===== config.mk =====
export PLATFORM = sky130hd
export DESIGN_NAME = tmr_count_unit
export DESIGN_NICKNAME = d
export VERILOG_FILES = /design/src/rtl/tmr_pkg.sv /design/src/rtl/tmr_edge_sync.sv /design/src/rtl/tmr_prescaler.sv /design/src/rtl/tmr_hold_fsm.sv /design/src/rtl/tmr_count_unit.sv
export SDC_FILE = /design/constraint.sdc
export NUM_CORES = 1
export LEC_CHECK = 0
export ABC_AREA = 1
export ABC_CLOCK_PERIOD_IN_PS = 3300
export BUFFER_PORTS_ARGS = -buffer_cell sky130_fd_sc_hd__buf_2
export CAP_MARGIN = 25
export CORE_ASPECT_RATIO = 0.5
export CORE_MARGIN = 2
export CORE_UTILIZATION = 57
export DETAILED_ROUTE_END_ITERATION = 12
export PLACE_DENSITY_LB_ADDON = 0.15
export SETUP_SLACK_MARGIN = 0.1
export SYNTH_ARGS = -nofsm -noshare
export SYNTH_HDL_FRONTEND = slang
export SYNTH_HIERARCHICAL = 1
export SYNTH_SLANG_ARGS = --single-unit

===== constraint.sdc =====
create_clock -name clk -period 3.3 [get_ports clk]
set_clock_uncertainty 0.05 [all_clocks]
set_input_delay 0 -clock clk [delete_from_list [all_inputs] [get_ports clk]]
set_output_delay 0 -clock clk [all_outputs]
set_load 0.05 [all_outputs]

===== src/rtl/tmr_pkg.sv =====
package tmr_pkg;
    localparam int RATE_W = 3;

    typedef enum logic [1:0] {
        ST_RUN    = 2'd0,
        ST_HOLD_A = 2'd1,
        ST_HOLD_B = 2'd2
    } hold_st_t;

    // Control word: MSB first packs to bit 5 down to bit 0
    typedef struct packed {
        logic              src_ext;
        logic              edge_fall;
        logic              ps_to_wdt;
        logic [RATE_W-1:0] rate;
    } tmr_opt_t;
endpackage


===== src/rtl/tmr_edge_sync.sv =====
module tmr_edge_sync #(
    parameter int SYNC_N = 2
) (
    input  logic clk,
    input  logic rst_n,
    input  logic pin,
    input  logic edge_fall,
    output logic ev
);
    logic [SYNC_N:0] sh_q;
    logic            cur_lvl;
    logic            prev_lvl;

    always_ff @(posedge clk or negedge rst_n) begin
        if (!rst_n) begin
            sh_q <= '0;
        end else begin
            sh_q <= {sh_q[SYNC_N-1:0], pin};
        end
    end

    always_comb begin
        cur_lvl  = sh_q[SYNC_N-1] ^ edge_fall;
        prev_lvl = sh_q[SYNC_N] ^ edge_fall;
        ev       = cur_lvl & ~prev_lvl;
    end

    // an edge of one polarity cannot be seen on two consecutive cycles
    a_r6_single_edge: assert property (@(posedge clk) disable iff (!rst_n)
        (ev && $stable(edge_fall)) |=> !(ev && $stable(edge_fall)));
endmodule


===== src/rtl/tmr_prescaler.sv =====
module tmr_prescaler #(
    parameter int RATE_W = 3,
    localparam int PS_W = 1 << RATE_W
) (
    input  logic              clk,
    input  logic              rst_n,
    input  logic              clr,
    input  logic              adv,
    input  logic [RATE_W-1:0] rate,
    output logic              tick
);
    logic [PS_W-1:0] ps_q;
    logic [PS_W-1:0] mask;

    for (genvar i = 0; i < PS_W; i++) begin : g_mask
        assign mask[i] = (32'(rate) >= i);
    end

    always_ff @(posedge clk or negedge rst_n) begin
        if (!rst_n) begin
            ps_q <= '0;
        end else if (clr) begin
            ps_q <= '0;
        end else if (adv) begin
            ps_q <= ps_q + 1'b1;
        end
    end

    assign tick = adv & ~clr & ((ps_q & mask) == mask);

    // the smallest ratio is 1:2, so two ticks never follow each other
    a_r5_tick_spacing: assert property (@(posedge clk) disable iff (!rst_n)
        tick |=> !tick);
endmodule


===== src/rtl/tmr_hold_fsm.sv =====
module tmr_hold_fsm
    import tmr_pkg::*;
(
    input  logic clk,
    input  logic rst_n,
    input  logic load,
    output logic run_ok
);
    hold_st_t st_q;
    hold_st_t st_d;

    always_ff @(posedge clk or negedge rst_n) begin
        if (!rst_n) begin
            st_q <= ST_RUN;
        end else begin
            st_q <= st_d;
        end
    end

    always_comb begin
        st_d = st_q;
        unique case (st_q)
            ST_RUN:    st_d = load ? ST_HOLD_A : ST_RUN;
            ST_HOLD_A: st_d = load ? ST_HOLD_A : ST_HOLD_B;
            ST_HOLD_B: st_d = load ? ST_HOLD_A : ST_RUN;
            default:   st_d = ST_RUN;
        endcase
    end

    always_comb begin
        run_ok = (st_q == ST_RUN);
    end

    // a load always enters the first frozen state
    a_r4_load_holds: assert property (@(posedge clk) disable iff (!rst_n)
        load |=> (st_q == ST_HOLD_A));
    // the first frozen cycle is followed by the second
    a_r4_hold_seq: assert property (@(posedge clk) disable iff (!rst_n)
        (st_q == ST_HOLD_A && !load) |=> (st_q == ST_HOLD_B));
endmodule


===== src/rtl/tmr_count_unit.sv =====
module tmr_count_unit
    import tmr_pkg::*;
#(
    parameter int               CNT_W    = 8,
    parameter int               ADDR_W   = 6,
    parameter logic [ADDR_W-1:0] CNT_ADDR = 6'h01,
    parameter int               SYNC_N   = 2,
    localparam int              OPT_W    = $bits(tmr_opt_t)
) (
    input  logic              clk,
    input  logic              rst_n,
    input  logic [ADDR_W-1:0] bus_addr,
    input  logic              bus_wr,
    input  logic [CNT_W-1:0]  bus_wdata,
    output logic [CNT_W-1:0]  bus_rdata,
    input  logic              opt_wr,
    input  logic [OPT_W-1:0]  opt_wdata,
    input  logic              tck_pin,
    input  logic              wdt_tick,
    input  logic              wdt_clr,
    output logic              ps_carry,
    output logic              ovf_pulse
);
    tmr_opt_t        opt_q;
    logic [CNT_W-1:0] cnt_q;
    logic            cnt_we;
    logic            run_ok;
    logic            run_now;
    logic            ext_ev;
    logic            src_ev;
    logic            ps_adv;
    logic            ps_clr;
    logic            ps_tick;
    logic            cnt_inc;

    assign cnt_we = bus_wr && (bus_addr == CNT_ADDR);

    always_ff @(posedge clk or negedge rst_n) begin
        if (!rst_n) begin
            opt_q <= '0;
        end else if (opt_wr) begin
            opt_q <= tmr_opt_t'(opt_wdata);
        end
    end

    tmr_edge_sync #(.SYNC_N(SYNC_N)) u_sync (
        .clk       (clk),
        .rst_n     (rst_n),
        .pin       (tck_pin),
        .edge_fall (opt_q.edge_fall),
        .ev        (ext_ev)
    );

    tmr_hold_fsm u_fsm (
        .clk    (clk),
        .rst_n  (rst_n),
        .load   (cnt_we),
        .run_ok (run_ok)
    );

    always_comb begin
        run_now = run_ok & ~cnt_we;
        src_ev  = opt_q.src_ext ? ext_ev : 1'b1;
        ps_adv  = opt_q.ps_to_wdt ? wdt_tick : (src_ev & run_now);
        ps_clr  = opt_wr | cnt_we | (opt_q.ps_to_wdt & wdt_clr);
        cnt_inc = run_now & (opt_q.ps_to_wdt ? src_ev : ps_tick);
    end

    tmr_prescaler #(.RATE_W(RATE_W)) u_ps (
        .clk   (clk),
        .rst_n (rst_n),
        .clr   (ps_clr),
        .adv   (ps_adv),
        .rate  (opt_q.rate),
        .tick  (ps_tick)
    );

    always_ff @(posedge clk or negedge rst_n) begin
        if (!rst_n) begin
            cnt_q     <= '0;
            ovf_pulse <= 1'b0;
        end else begin
            ovf_pulse <= cnt_inc && (cnt_q == {CNT_W{1'b1}});
            if (cnt_we) begin
                cnt_q <= bus_wdata;
            end else if (cnt_inc) begin
                cnt_q <= cnt_q + 1'b1;
            end
        end
    end

    assign ps_carry  = opt_q.ps_to_wdt & ps_tick;
    assign bus_rdata = (bus_addr == CNT_ADDR) ? cnt_q : '0;

    // while frozen and not reloaded the counter keeps its value
    a_r4_frozen: assert property (@(posedge clk) disable iff (!rst_n)
        (!run_ok && !cnt_we) |=> $stable(cnt_q));
    // direct instruction-cycle counting advances by one
    a_r3_direct_inc: assert property (@(posedge clk) disable iff (!rst_n)
        (opt_q.ps_to_wdt && !opt_q.src_ext && run_ok && !cnt_we && !opt_wr)
        |=> (cnt_q == CNT_W'($past(cnt_q) + 1'b1)));
    // the wrap pulse coincides with a zero counter
    a_r7_ovf_zero: assert property (@(posedge clk) disable iff (!rst_n)
        ovf_pulse |-> (cnt_q == '0));
    // the wrap pulse follows an all-ones counter
    a_r7_ovf_from_max: assert property (@(posedge clk) disable iff (!rst_n)
        ovf_pulse |-> ($past(cnt_q) == {CNT_W{1'b1}}));
    // the carry appears only while the watchdog owns the prescaler
    a_r8_carry_owner: assert property (@(posedge clk) disable iff (!rst_n)
        ps_carry |-> opt_q.ps_to_wdt);
endmodule


==> parameters.txt <==
Parameter                              Value

Timing
  Endpoints failing setup    0
  Rel. slew slack    58.0%
  Slew @ Worst Pin    0.631 ns
  Setup repair after global routing missed its margin    no
  Min Hold Slack    -0.00504 ns
  Final hold vios    1
  Ratio of final minimum period to clock period    71.4%
  Maximum operating frequency    0.425 GHz
  Total negative slack for setup checks    0 ns
  Max Transition Viols Final    0
  Time the worst path needs with I/O delays and setup    2.35 ns

Critical path
  Depth of the most critical reg-to-reg path    19
  Delay of the slowest cell on the worst path    0.41 ns
  RR Endpoint    cnt_q[6]
  Cell family with the largest share of critical-path delay    simple AND/OR/NAND/NOR gates
  Reg2Reg Setup Slack    0.95 ns
  Largest fanout on the critical path    10
  Standard cell with the maximum stage delay on the critical path    dfrtp_1
  Startpoint types    flop
  Launching point of the worst reg2reg path    opt_q[4]
  Data required time of the critical path    3.42 ns
  Cells traversed along the worst timing path    inv_1 > nand2_1 > nand2_1 > nand2_1 > inv_1 > inv_1 > nand2_1 > nand2_1 > o21ai_0 > buf_4 > nand2_1 > nor2_1 > nand2_1 > nor2_1 > o21ai_0 > o21ai_4 > inv_2 > nand2_1 > nand2_1
  Type of destination of the critical path    flop
  CP Data Arrival Time    2.48 ns
  Most numerous cell on the critical path    nand2_1
  Type of the setup path with the least slack    flop to flop
  Worst path buffer plus inverter count    5
  Launching element of the worst setup path    opt_q[4]

Die
  Area of the core region    2670 um^2
  Vertical extent of the die    42.0 um
  Die area    3350 um^2
  Number of ports placed on the die boundary    37
  Horiz. Die Dim    79.9 um
  Initial cell density of the core    61.6%
  Number of rows in the core area    13

Power
  Net switching component of the power    0.308 mW
  Switching share of power    34.8%
  Seq pwr share    51.7%
  Clock power frac    21.6%
  Max IR drop VDD    0.221 mV
  Gate power share    26.7%
  Leakage Power    1.08 nW
  Internal power contribution    0.576 mW
  Cell Pwr Density    434 nW/um^2

Clock network
  CTS buffer count    3
  Cts repair resizes    0
  Count of hold buffers inserted by post-cts repair    14
  Clock tree from TritonCTS    yes
  Clock slew seen by the registers of the worst setup and hold paths    0.10 ns
  # clock sinks    28
  Number of levels in the clock H-tree    1
  Clock latency reported for the late side of the worst-skew pair    0.28 ns
  Longest Clk Path Bufs    2
  CTS root buffer    clkbuf_8
  Number of buffers inserted by post-CTS setup repair    0

Hold path
  HP Start    bus_wdata[4]
  Kind of path behind the tightest hold check    input pin to flop
  Hold worst-path end    cnt_q[4]
  Count of cells along the worst hold path    5

Final layout
  Fraction of layout instances using a drive strength above 1    21.2%
  Area added between synthesis and finish    24.1%
  Ant. Diodes    0
  Fill cell count    207
  Number of nets in the layout    305
  Post-layout util    76.4%

Global routing
  Via count of the first global-routing pass    1548
  First-pass GRT wire length    6.62 mm
  Initial antenna violation count    0
  Pin count of the biggest net entering global routing    29
  Tot GR Track Use    25.3%
  Remaining Overflow, GRT    0

Synth
  Synthesized flop and latch total    28
  Number of synthesis warnings    6
  Post-Syn Area    1640 um^2
  Synthesized netlist cell count    223
  Sequential cell area fraction in the yosys report    42.7%
  Net count after synthesis    252
  Count of distinct cell types in the synthesized netlist    26
  Mean Syn Cell Area    7.37 um^2

Detailed routing
  Drc violations    0
  Via/cell ratio    5.23
  Count of routing violations after the opening detailed-route iteration    89
  Count of nets left with antenna violations after detail routing    0
  Detailed Routing Iterations Pass 1    4
  Routed via count    1626
  Routed length per instance    12.5 um
  Wire length reported by the detailed router    3.88 mm

Place
  Placer's final routability congestion estimate    0.864
  Port bufs    36
  HPWL after detailed placement    2.71 mm

Status
  Failing checks    hold timing
  Outcome    finished, violations left

Flow run
  Max-Cap Viols    0
kinds of logic after synthesis:
logic type               synth area share (%)
AO/OA/AOI/OAI                            8.23
flip-flops                               42.7
AND/OR/NAND/NOR                          35.9
multiplexers                             3.43
buffers and inverters                    8.30
adder cells (fa/ha/maj)                  1.52
cell usage after synthesis, drive strengths merged:
cell type	n	share of area [%]
a21oi	5	1.5
a41oi	1	0.53
buf	2	0.99
clkbuf	1	0.23
dfrtp	28	43
ha	2	1.5
inv	31	7.1
mux2	5	3.4
nand2	74	17
nand3	21	7.5
nand4	1	1.3
nor2	30	8.2
nor3	3	1.2
o211ai	1	0.46
o21ai	15	5.3
o21bai	1	0.46
or2	2	0.76
cells in the final DEF, fill, tap and decap left out, drive strengths merged:
cell type,instances
a21oi,5
a41oi,1
buf,37
clkbuf,3
dfrtp,28
dlygate4sd3,14
ha,2
inv,31
mux2,5
nand2,74
nand3,21
nand4,1
nor2,30
nor3,3
o211ai,1
o21ai,15
o21bai,1
or2,2
layout make-up:
| type | instances | area (um^2) | area share (%) |
|---|---|---|---|
| Multi-Input combinational cell | 161 | 806 | 39.5 |
| Sequential cell | 28 | 701 | 34.4 |
| Timing Repair Buffer | 51 | 328 | 16.1 |
| Inverter | 31 | 116 | 5.71 |
| Tap cell | 37 | 46.3 | 2.27 |
| Clock buffer | 3 | 41.3 | 2.03 |
metrics by stage:
| step | std cells | setup slack (ns) | power (mW) | hold slack [ns] | area, um^2 |
|---|---|---|---|---|---|
| floorplan | 223 | 1.25 | 0.605 | -0.346 | 1640 |
| global placement | 294 | 1.07 | 0.666 | -0.00990 | 1860 |
| detailed placement | 294 | 0.980 | 0.679 | 0.00643 | 1860 |
| CTS | 311 | 0.952 | 0.879 | 0.00139 | 2040 |
| global route | 311 | 0.659 | 0.941 | 0.0120 | 2040 |
| finish | 311 | 0.945 | 0.884 | -0.00504 | 2040 |
power groups by stage:
| stage | Combinational (mW) | Clock, mW | Sequential, mW |
|---|---|---|---|
| floorplan | 0.165 | 0 | 0.440 |
| global placement | 0.211 | 0 | 0.455 |
| detailed placement | 0.220 | 0 | 0.459 |
| CTS | 0.235 | 0.192 | 0.453 |
| global route | 0.272 | 0.206 | 0.463 |
| finish | 0.236 | 0.191 | 0.457 |
layer usage:
layer / global-route usage, % / vias to the layer above / part of all wire [%]
met2: 45.0 / 55 / 50
met3: 5.43 / 7 / 5.0
met1: 31.3 / 760 / 43
li1: - / 804 / -
met5: 0 / - / 0
met4: 6.44 / 0 / 1.2
registers in the layout (all words and copies together) (netlist names):
register / cells
cnt_q: 8
u_ps/ps_q: 8
opt_q: 6
u_sync/sh_q: 3
u_fsm/st_q: 2
ovf_pulse: 1
worst max-delay path by stage:
stage / to / cells after the start
4_1_cts: cnt_q[6] / 19
3_3_place_gp: cnt_q[0] / 19
3_5_place_dp: cnt_q[0] / 19
6_report: cnt_q[6] / 19
5_1_grt: cnt_q[6] / 19
2_1_floorplan: cnt_q[6] / 19
worst min-delay path, stage by stage:
cell,delay [ns]
buf_2,0.07
nand2_1,0.04
o21ai_1,0.07
nand2_1,0.06
nand2_1,0.05
No activity file was read; power rests on OpenSTA's default activity.
